### config.mk
export PLATFORM = sky130hd
export DESIGN_NAME = ci_change_detector
export DESIGN_NICKNAME = d
export VERILOG_FILES = /design/src/rtl/ci_pkg.sv /design/src/rtl/ci_frame_timer.sv /design/src/rtl/ci_ctrl_mem.sv /design/src/rtl/ci_addr_fifo.sv /design/src/rtl/ci_change_detector.sv
export SDC_FILE = /design/constraint.sdc
export NUM_CORES = 1
export LEC_CHECK = 0
export ABC_AREA = 1
export BUFFER_PORTS_ARGS = -buffer_cell sky130_fd_sc_hd__buf_4
export CAP_MARGIN = 15
export CORE_MARGIN = 5
export CORE_UTILIZATION = 55
export CTS_BUF_LIST = sky130_fd_sc_hd__clkbuf_16
export DETAILED_ROUTE_END_ITERATION = 16
export PLACE_DENSITY = 0.77
export SLEW_MARGIN = 20
export SYNTH_ARGS = -nofsm -noshare
export SYNTH_HDL_FRONTEND = slang
export SYNTH_SLANG_ARGS = --single-unit
### constraint.sdc
create_clock -name clk -period 3.19 [get_ports clk]
set_input_delay 0.4785 -clock clk [delete_from_list [all_inputs] [get_ports clk]]
set_output_delay 0.4785 -clock clk [all_outputs]
set_load 0.1 [all_outputs]
### src/rtl/ci_pkg.sv
package ci_pkg;
    typedef enum logic [2:0] {
        PH_HUNT,
        PH_OTHER,
        PH_DBIT,
        PH_CI,
        PH_HS
    } phase_e;

    localparam int CI_W   = 4;
    localparam int CODE_W = 4;
    localparam logic [CODE_W-1:0] CODE_UNASSIGNED = 4'h0;
    localparam logic [CODE_W-1:0] CODE_SIG        = 4'h5;
endpackage

### src/rtl/ci_frame_timer.sv
module ci_frame_timer
    import ci_pkg::*;
#(
    parameter int SLOTS = 32,
    localparam int POS_W = $clog2(SLOTS * 8),
    localparam int SLOT_W = $clog2(SLOTS)
) (
    input  logic              clk,
    input  logic              rst_n,
    input  logic              fsync,
    output logic [SLOT_W-1:0] cur_slot,
    output logic [2:0]        cur_bit,
    output phase_e            phase_d,
    output phase_e            phase_q
);
    logic [POS_W-1:0] pos_q;
    logic [POS_W-1:0] cur_pos;
    logic             synced_q;
    logic             valid;

    assign valid    = synced_q | fsync;
    assign cur_pos  = fsync ? '0 : pos_q + 1'b1;
    assign cur_slot = cur_pos[POS_W-1:3];
    assign cur_bit  = cur_pos[2:0];

    always_comb begin
        if (!valid)                      phase_d = PH_HUNT;
        else if (cur_slot[1:0] != 2'b11) phase_d = PH_OTHER;
        else if (cur_bit < 3'd2)         phase_d = PH_DBIT;
        else if (cur_bit < 3'd6)         phase_d = PH_CI;
        else                             phase_d = PH_HS;
    end

    always_ff @(posedge clk or negedge rst_n) begin
        if (!rst_n) begin
            phase_q  <= PH_HUNT;
            synced_q <= 1'b0;
            pos_q    <= '0;
        end else begin
            phase_q  <= phase_d;
            synced_q <= valid;
            if (valid) pos_q <= cur_pos;
        end
    end

    assert_dbit_then_ci_R2: assert property (@(posedge clk) disable iff (!rst_n)
        (phase_q == PH_DBIT && !fsync) |-> (phase_d == PH_DBIT || phase_d == PH_CI));
    assert_ci_then_hs_R2: assert property (@(posedge clk) disable iff (!rst_n)
        (phase_q == PH_CI && !fsync) |-> (phase_d == PH_CI || phase_d == PH_HS));
endmodule

### src/rtl/ci_ctrl_mem.sv
module ci_ctrl_mem
    import ci_pkg::*;
#(
    parameter int SLOTS = 32,
    localparam int SLOT_W = $clog2(SLOTS)
) (
    input  logic              clk,
    input  logic              rst_n,
    input  logic              clr,
    input  logic              we,
    input  logic              wr_dir,
    input  logic [SLOT_W-1:0] wr_slot,
    input  logic [CODE_W-1:0] wr_code,
    input  logic [SLOT_W-1:0] rd_slot,
    output logic [CODE_W-1:0] rd_up,
    output logic [CODE_W-1:0] rd_dn
);
    logic [CODE_W-1:0] rd_code [2];

    for (genvar d = 0; d < 2; d++) begin : g_dir
        logic [CODE_W-1:0] code_q [SLOTS];
        always_ff @(posedge clk or negedge rst_n) begin
            if (!rst_n) begin
                for (int i = 0; i < SLOTS; i++) code_q[i] <= CODE_UNASSIGNED;
            end else if (clr) begin
                for (int i = 0; i < SLOTS; i++) code_q[i] <= CODE_UNASSIGNED;
            end else if (we && wr_dir == 1'(d)) begin
                code_q[wr_slot] <= wr_code;
            end
        end
        assign rd_code[d] = code_q[rd_slot];
    end

    assign rd_up = rd_code[0];
    assign rd_dn = rd_code[1];
endmodule

### src/rtl/ci_addr_fifo.sv
module ci_addr_fifo #(
    parameter int DEPTH = 16,
    parameter int W = 5,
    localparam int AW = $clog2(DEPTH),
    localparam int CW = $clog2(DEPTH + 1)
) (
    input  logic         clk,
    input  logic         rst_n,
    input  logic         push,
    input  logic [W-1:0] push_data,
    input  logic         pop,
    output logic [W-1:0] head,
    output logic         empty,
    output logic         full,
    output logic         ovf
);
    logic [W-1:0]  mem_q [DEPTH];
    logic [AW-1:0] rd_q, wr_q;
    logic [CW-1:0] cnt_q;
    logic          push_ok, pop_ok;

    function automatic logic [AW-1:0] bump(input logic [AW-1:0] p);
        return (p == AW'(DEPTH - 1)) ? '0 : p + 1'b1;
    endfunction

    assign push_ok = push && (cnt_q != CW'(DEPTH));
    assign pop_ok  = pop && (cnt_q != '0);
    assign head    = mem_q[rd_q];
    assign empty   = (cnt_q == '0);
    assign full    = (cnt_q == CW'(DEPTH));

    always_ff @(posedge clk) begin
        if (push_ok) mem_q[wr_q] <= push_data;
    end

    always_ff @(posedge clk or negedge rst_n) begin
        if (!rst_n) begin
            rd_q  <= '0;
            wr_q  <= '0;
            cnt_q <= '0;
            ovf   <= 1'b0;
        end else begin
            if (push_ok) wr_q <= bump(wr_q);
            if (pop_ok)  rd_q <= bump(rd_q);
            cnt_q <= cnt_q + CW'(push_ok) - CW'(pop_ok);
            if (push && !push_ok) ovf <= 1'b1;
        end
    end

    assert_count_bound_R11: assert property (@(posedge clk) disable iff (!rst_n)
        cnt_q <= CW'(DEPTH));
    assert_ovf_sticky_R11: assert property (@(posedge clk) disable iff (!rst_n)
        ovf |=> ovf);
    assert_pop_empty_R10: assert property (@(posedge clk) disable iff (!rst_n)
        (pop && empty && !push) |=> empty);
endmodule

### src/rtl/ci_change_detector.sv
module ci_change_detector
    import ci_pkg::*;
#(
    parameter int SLOTS = 32,
    parameter int FIFO_DEPTH = 16,
    localparam int SLOT_W = $clog2(SLOTS),
    localparam int NCH = SLOTS / 4,
    localparam int CH_W = SLOT_W - 2
) (
    input  logic              clk,
    input  logic              rst_n,
    input  logic              fsync,
    input  logic              up_din,
    output logic              dn_dout,
    output logic              dn_oe,
    input  logic              hs_off,
    input  logic              cm_we,
    input  logic              cm_dir,
    input  logic [SLOT_W-1:0] cm_slot,
    input  logic [CODE_W-1:0] cm_code,
    input  logic              cm_clr,
    input  logic              ci_we,
    input  logic [CH_W-1:0]   ci_chan,
    input  logic [CI_W-1:0]   ci_val,
    input  logic              fifo_pop,
    output logic [SLOT_W-1:0] fifo_addr,
    output logic              fifo_empty,
    output logic              fifo_full,
    output logic              fifo_ovf,
    output logic              irq
);
    phase_e            phase_d, phase_q;
    logic [SLOT_W-1:0] cur_slot;
    logic [2:0]        cur_bit;
    logic [CH_W-1:0]   cur_ch;
    logic [CODE_W-1:0] up_code, dn_code;
    logic [CI_W-1:0]   ci_sh;
    logic [CI_W-1:0]   stored_q [NCH];
    logic [CI_W-1:0]   tx_q [NCH];
    logic [NCH-1:0]    primed_q;
    logic              compare, push;
    logic [1:0]        ci_idx;

    ci_frame_timer #(.SLOTS(SLOTS)) u_timer (
        .clk(clk), .rst_n(rst_n), .fsync(fsync),
        .cur_slot(cur_slot), .cur_bit(cur_bit),
        .phase_d(phase_d), .phase_q(phase_q)
    );

    ci_ctrl_mem #(.SLOTS(SLOTS)) u_cm (
        .clk(clk), .rst_n(rst_n), .clr(cm_clr), .we(cm_we), .wr_dir(cm_dir),
        .wr_slot(cm_slot), .wr_code(cm_code), .rd_slot(cur_slot),
        .rd_up(up_code), .rd_dn(dn_code)
    );

    assign cur_ch  = cur_slot[SLOT_W-1:2];
    assign compare = (phase_q == PH_CI) && (phase_d == PH_HS) && (up_code == CODE_SIG);
    assign push    = compare && primed_q[cur_ch] && (ci_sh != stored_q[cur_ch]);
    assign ci_idx  = 2'(3'd5 - cur_bit);

    always_ff @(posedge clk or negedge rst_n) begin
        if (!rst_n) begin
            ci_sh    <= '0;
            primed_q <= '0;
            for (int i = 0; i < NCH; i++) begin
                stored_q[i] <= '0;
                tx_q[i]     <= '0;
            end
        end else begin
            if (phase_d == PH_CI) ci_sh <= {ci_sh[CI_W-2:0], up_din};
            if (compare) begin
                stored_q[cur_ch] <= ci_sh;
                primed_q[cur_ch] <= 1'b1;
            end
            if (cm_clr) primed_q <= '0;
            else if (cm_we && !cm_dir && cm_slot[1:0] == 2'b11)
                primed_q[cm_slot[SLOT_W-1:2]] <= 1'b0;
            if (ci_we) tx_q[ci_chan] <= ci_val;
        end
    end

    always_comb begin
        dn_oe   = 1'b0;
        dn_dout = 1'b0;
        unique case (phase_d)
            PH_HUNT, PH_OTHER, PH_DBIT: begin
                dn_oe = 1'b0;
            end
            PH_CI: begin
                dn_oe   = (dn_code == CODE_SIG);
                dn_dout = tx_q[cur_ch][ci_idx];
            end
            PH_HS: begin
                dn_oe   = (dn_code == CODE_SIG) && hs_off;
                dn_dout = 1'b1;
            end
            default: dn_oe = 1'b0;
        endcase
    end

    ci_addr_fifo #(.DEPTH(FIFO_DEPTH), .W(SLOT_W)) u_fifo (
        .clk(clk), .rst_n(rst_n), .push(push), .push_data(cur_slot),
        .pop(fifo_pop), .head(fifo_addr), .empty(fifo_empty),
        .full(fifo_full), .ovf(fifo_ovf)
    );

    assign irq = !fifo_empty;

    assert_hunt_quiet_R1: assert property (@(posedge clk) disable iff (!rst_n)
        (phase_d == PH_HUNT) |-> (!dn_oe && !push));
    assert_unassigned_silent_R3: assert property (@(posedge clk) disable iff (!rst_n)
        (dn_code == CODE_UNASSIGNED) |-> !dn_oe);
    assert_dbit_float_R7: assert property (@(posedge clk) disable iff (!rst_n)
        (phase_d == PH_DBIT) |-> !dn_oe);
    assert_push_needs_sig_R5: assert property (@(posedge clk) disable iff (!rst_n)
        push |-> (up_code == CODE_SIG && phase_q == PH_CI));
endmodule

==> flow_metrics.py <==
metrics = {
    "outcome": {
        "status": "complete, but fails checks",
        "violations": "setup timing",
    },
    "critical_path": {
        "crit_slowest_cell": "dfrtp_1",
        "crit_buf_inv": 6,
        "setup.worst_path.class": "flop to flop",
        "path_max_fanout": 5,
        "crit_start": "u_timer.pos_q[1]",
        "end_kind": "flop",
        "path_depth": 20,
        "critPathCapture": "u_fifo.mem_q[1][3]",
        "start_kind": "flop",
        "cp_cell_sequence": "ha_4 > buf_6 > xnor2_2 > nor2_2 > buf_4 > buf_4 > ha_2 > nand4_1 > nor2_2 > nand4_1 > nor2_2 > nand2_2 > nor2_4 > nand2_4 > nor2_8 > buf_4 > buf_12 > nand2_8 > nor2_4 > buf_6",
        "critPathTopFamily": "simple AND/OR/NAND/NOR gates",
        "r2r_end": "u_fifo.mem_q[1][3]",
        "cp_slowest_stage_delay_ps": 420,
        "r2r_start": "u_timer.pos_q[1]",
        "r2r_slack_ps": -420,
        "cp_data_required_time_ps": 3450,
        "critPathArrivalTime_ps": 3870,
        "rr_worst_depth": 20,
    },
    "floorplan": {
        "rows": 66,
        "core_area_sq_um": 32700,
        "io_pins": 37,
        "initial_utilization_pct": 56.1,
        "dieArea_sq_um": 37100,
        "chipHeight_microns": 193,
        "fp.dieW_microns": 193,
    },
    "yosys": {
        "synthFlopType": "dfrtp_1",
        "synthesis.nets": 2325,
        "ys_ff_latch": 374,
        "synth_area_leaders": "dfrtp_1, nand2_1, edfxtp_1, o21ai_0, inv_1",
        "synthAdderAreaFrac_pct": 1.06,
        "synth_edf_count": 80,
        "synthXorXnorAreaFrac_pct": 0.334,
        "synth_top_family_by_area": "simple AND/OR/NAND/NOR gates",
        "synth_seq_area_share_pct": 53.2,
        "async_flop_share_pct": 78.6,
        "synth_top_area_share_pct": 40.1,
        "synthSimpleGateAreaFrac_pct": 26.5,
        "synthTopCellsByCount": "nand2_1, o21ai_0, dfrtp_1, inv_1, nor2_1",
        "muxShareOfSynthArea_pct": 0,
        "yosys.area.top_type": "dfrtp_1",
        "post-synth-top-count-cell": "nand2_1",
        "syn_area_per_cell_sq_um": 8.03,
        "yosysUniqueCellTypes": 42,
        "ys_warn_count": 0,
        "netlist_instances": 2284,
        "synth_area_sq_um": 18300,
        "synth-compound-area-share_pct": 12.1,
    },
    "clock_network": {
        "root_buffer": "clkbuf_16",
        "cts_tree": "built",
        "path_clk_slew_ps": 60,
        "htreeDepth": 2,
        "cts_made_buffers": 40,
        "clock_latency_ps": 550,
        "clock-sinks": 374,
        "cts_max_path_buffers": 3,
    },
    "min_path": {
        "min_path_type": "input port to flop",
    },
    "placement": {
        "place_ws_ps": -333,
        "portBuffers": 36,
        "dp.cells": 2807,
        "gp_congestion": 0.998,
        "dp_hpwl_mm": 35.3,
    },
    "routing": {
        "wl_per_cell_microns": 18.8,
        "wirelength_mm": 54.6,
        "drc_errors": 0,
        "vias": 16981,
        "drtPass1Iterations": 6,
        "ant_nets": 0,
        "vias_per_cell": 5.85,
        "drt_iter0_drc": 1992,
    },
    "global_routing": {
        "first_global_vias": 16629,
        "gr-usage-all-layers_pct": 29.3,
        "antenna_found_initial": 0,
        "grt_max_degree": 123,
        "grt_pass1_wl_mm": 86.7,
        "overflow": 0,
    },
    "timing": {
        "layout_min_cycle_time_ps": 3610,
        "setup-violations-final": 86,
        "finalCritPeriodShare_pct": 113,
        "clock_skew_ps": 18.5,
        "slew_headroom_pct": 30.7,
        "clock.fmax_mhz": 277,
        "worst_slack_ps": -424,
        "worstMarginPinSlew_ps": 1030,
        "slew_viol_final": 0,
        "rsz0062_at_grt": "true",
        "hold_viol_final": 0,
    },
    "power_and_ir_drop": {
        "p_leak_nw": 9.69,
        "ir_drop_mv": 1.42,
        "internal_power_mw": 8.31,
        "swShare_pct": 31.0,
        "p_per_area_nw_per_um2": 541,
        "share_comb_of_total_power_pct": 18.8,
        "p_seq_share_pct": 43.3,
        "p_clk_share_pct": 37.9,
        "switchingPower_mw": 3.74,
    },
    "cells_and_area": {
        "instances_no_fill": 2903,
        "utilization_pct": 68.0,
        "syn2layout_area_growth_pct": 21.4,
        "fin_nets": 2474,
        "drive_gt1_share_pct": 16.3,
        "diodes": 0,
    },
    "flow_run": {
        "drv_cap": 0,
    },
}
==> worst min path at each step <==
stage / from / end / slack (ps) / depth (start not counted)
2_1_floorplan: rst_n / ci_sh[0] / 180 / 0
3_3_place_gp: rst_n / u_fifo.rd_q[3] / 330 / 1
3_5_place_dp: rst_n / u_fifo.rd_q[3] / 330 / 1
4_1_cts: up_din / ci_sh[0] / 220 / 3
5_1_grt: up_din / ci_sh[0] / 230 / 3
6_report: up_din / ci_sh[0] / 230 / 3
==> placed cells by master (no fill, tap or decap), drive strengths merged, types with 3 or more instances in the layout <==
cell     count
nand3b       4
o2111ai      7
nand3      135
inv        206
nor2       145
buf        212
ha          14
nand2      803
clkbuf      41
nor3         9
a21boi       6
nand4       44
xor2         6
dfrtp      294
bufinv       4
a21oi       19
nor4b       15
o21ai      347
edfxtp      80
o22ai       33
o221ai       3
clkinv      20
==> area by class of cell <==
type / instances / area [sq um]
Clock buffer: 41 / 1030
Clock inverter: 29 / 238
Fill cell: 2513 / 10400
Inverter: 203 / 779
Multi-Input combinational cell: 1600 / 7880
Sequential cell: 374 / 9760
Tap cell: 442 / 553
Timing Repair Buffer: 214 / 2010
==> flip-flops by register name, summed over array words and instances (netlist names) <==
| signal | count |
|---|---|
| u_fifo.rd_q | 4 |
| tx_q | 32 |
| u_cm.g_dir.code_q | 192 |
| u_fifo.wr_q | 4 |
| primed_q | 8 |
| ci_sh | 4 |
| u_timer.synced_q | 1 |
| u_fifo.cnt_q | 5 |
| u_fifo.mem_q | 80 |
| u_timer.pos_q | 8 |
| stored_q | 32 |
| u_timer.phase_q | 3 |
| u_fifo.ovf | 1 |
==> stage by stage <==
step / setup TNS, ps / instance area [sq um] / hold WS (ps) / power, mW
3_5_place_dp: -20300 / 20100 / 332 / 7.46
4_1_cts: -11270 / 22000 / 219 / 12.0
3_3_place_gp: -13990 / 20100 / 331 / 7.39
2_1_floorplan: -418 / 18400 / 183 / 6.79
6_report: -29320 / 22300 / 232 / 12.0
5_1_grt: -50190 / 22300 / 230 / 12.5
==> tightest hold or removal path, stage by stage <==
cell and delay, ps:
buf_4 110, nor2_1 90, a21oi_1 50
==> cell families (layout without fill, tap and decap cells) <==
family                   count (synthesis)  in the layout
XOR/XNOR                                 7              7
buffers and inverters                  310            487
AND/OR/NAND/NOR                       1157           1157
flip-flops                             374            374
adder cells (fa/ha/maj)                 15             15
AO/OA/AOI/OAI                          421            421
==> layer usage <==
| layer | global-route usage (%) | share of wire (%) |
|---|---|---|
| met5 | 0 | 0 |
| met3 | 5.12 | 9.1 |
| met2 | 47.3 | 48 |
| met1 | 39.8 | 39 |
| met4 | 11.8 | 3.9 |
==> power by group through the flow <==
stage	clock [mW]	sequential [mW]	combinational [mW]
after floorplan	0	5.22	1.56
after global placement	0	5.28	2.11
after detailed placement	0	5.28	2.17
after CTS	4.60	5.21	2.20
after global routing	4.84	5.23	2.45
final	4.56	5.22	2.26
==> timing repair <==
item                       CTS  global route
gates cloned                 1             0
resized for setup          132            44
hold buffers                 1             0
pin swaps                   36            42
setup endpoints to repair   86           135
buffers inserted            18            11
hold endpoints to repair    21             0
Power figures use the tool's default switching activity.
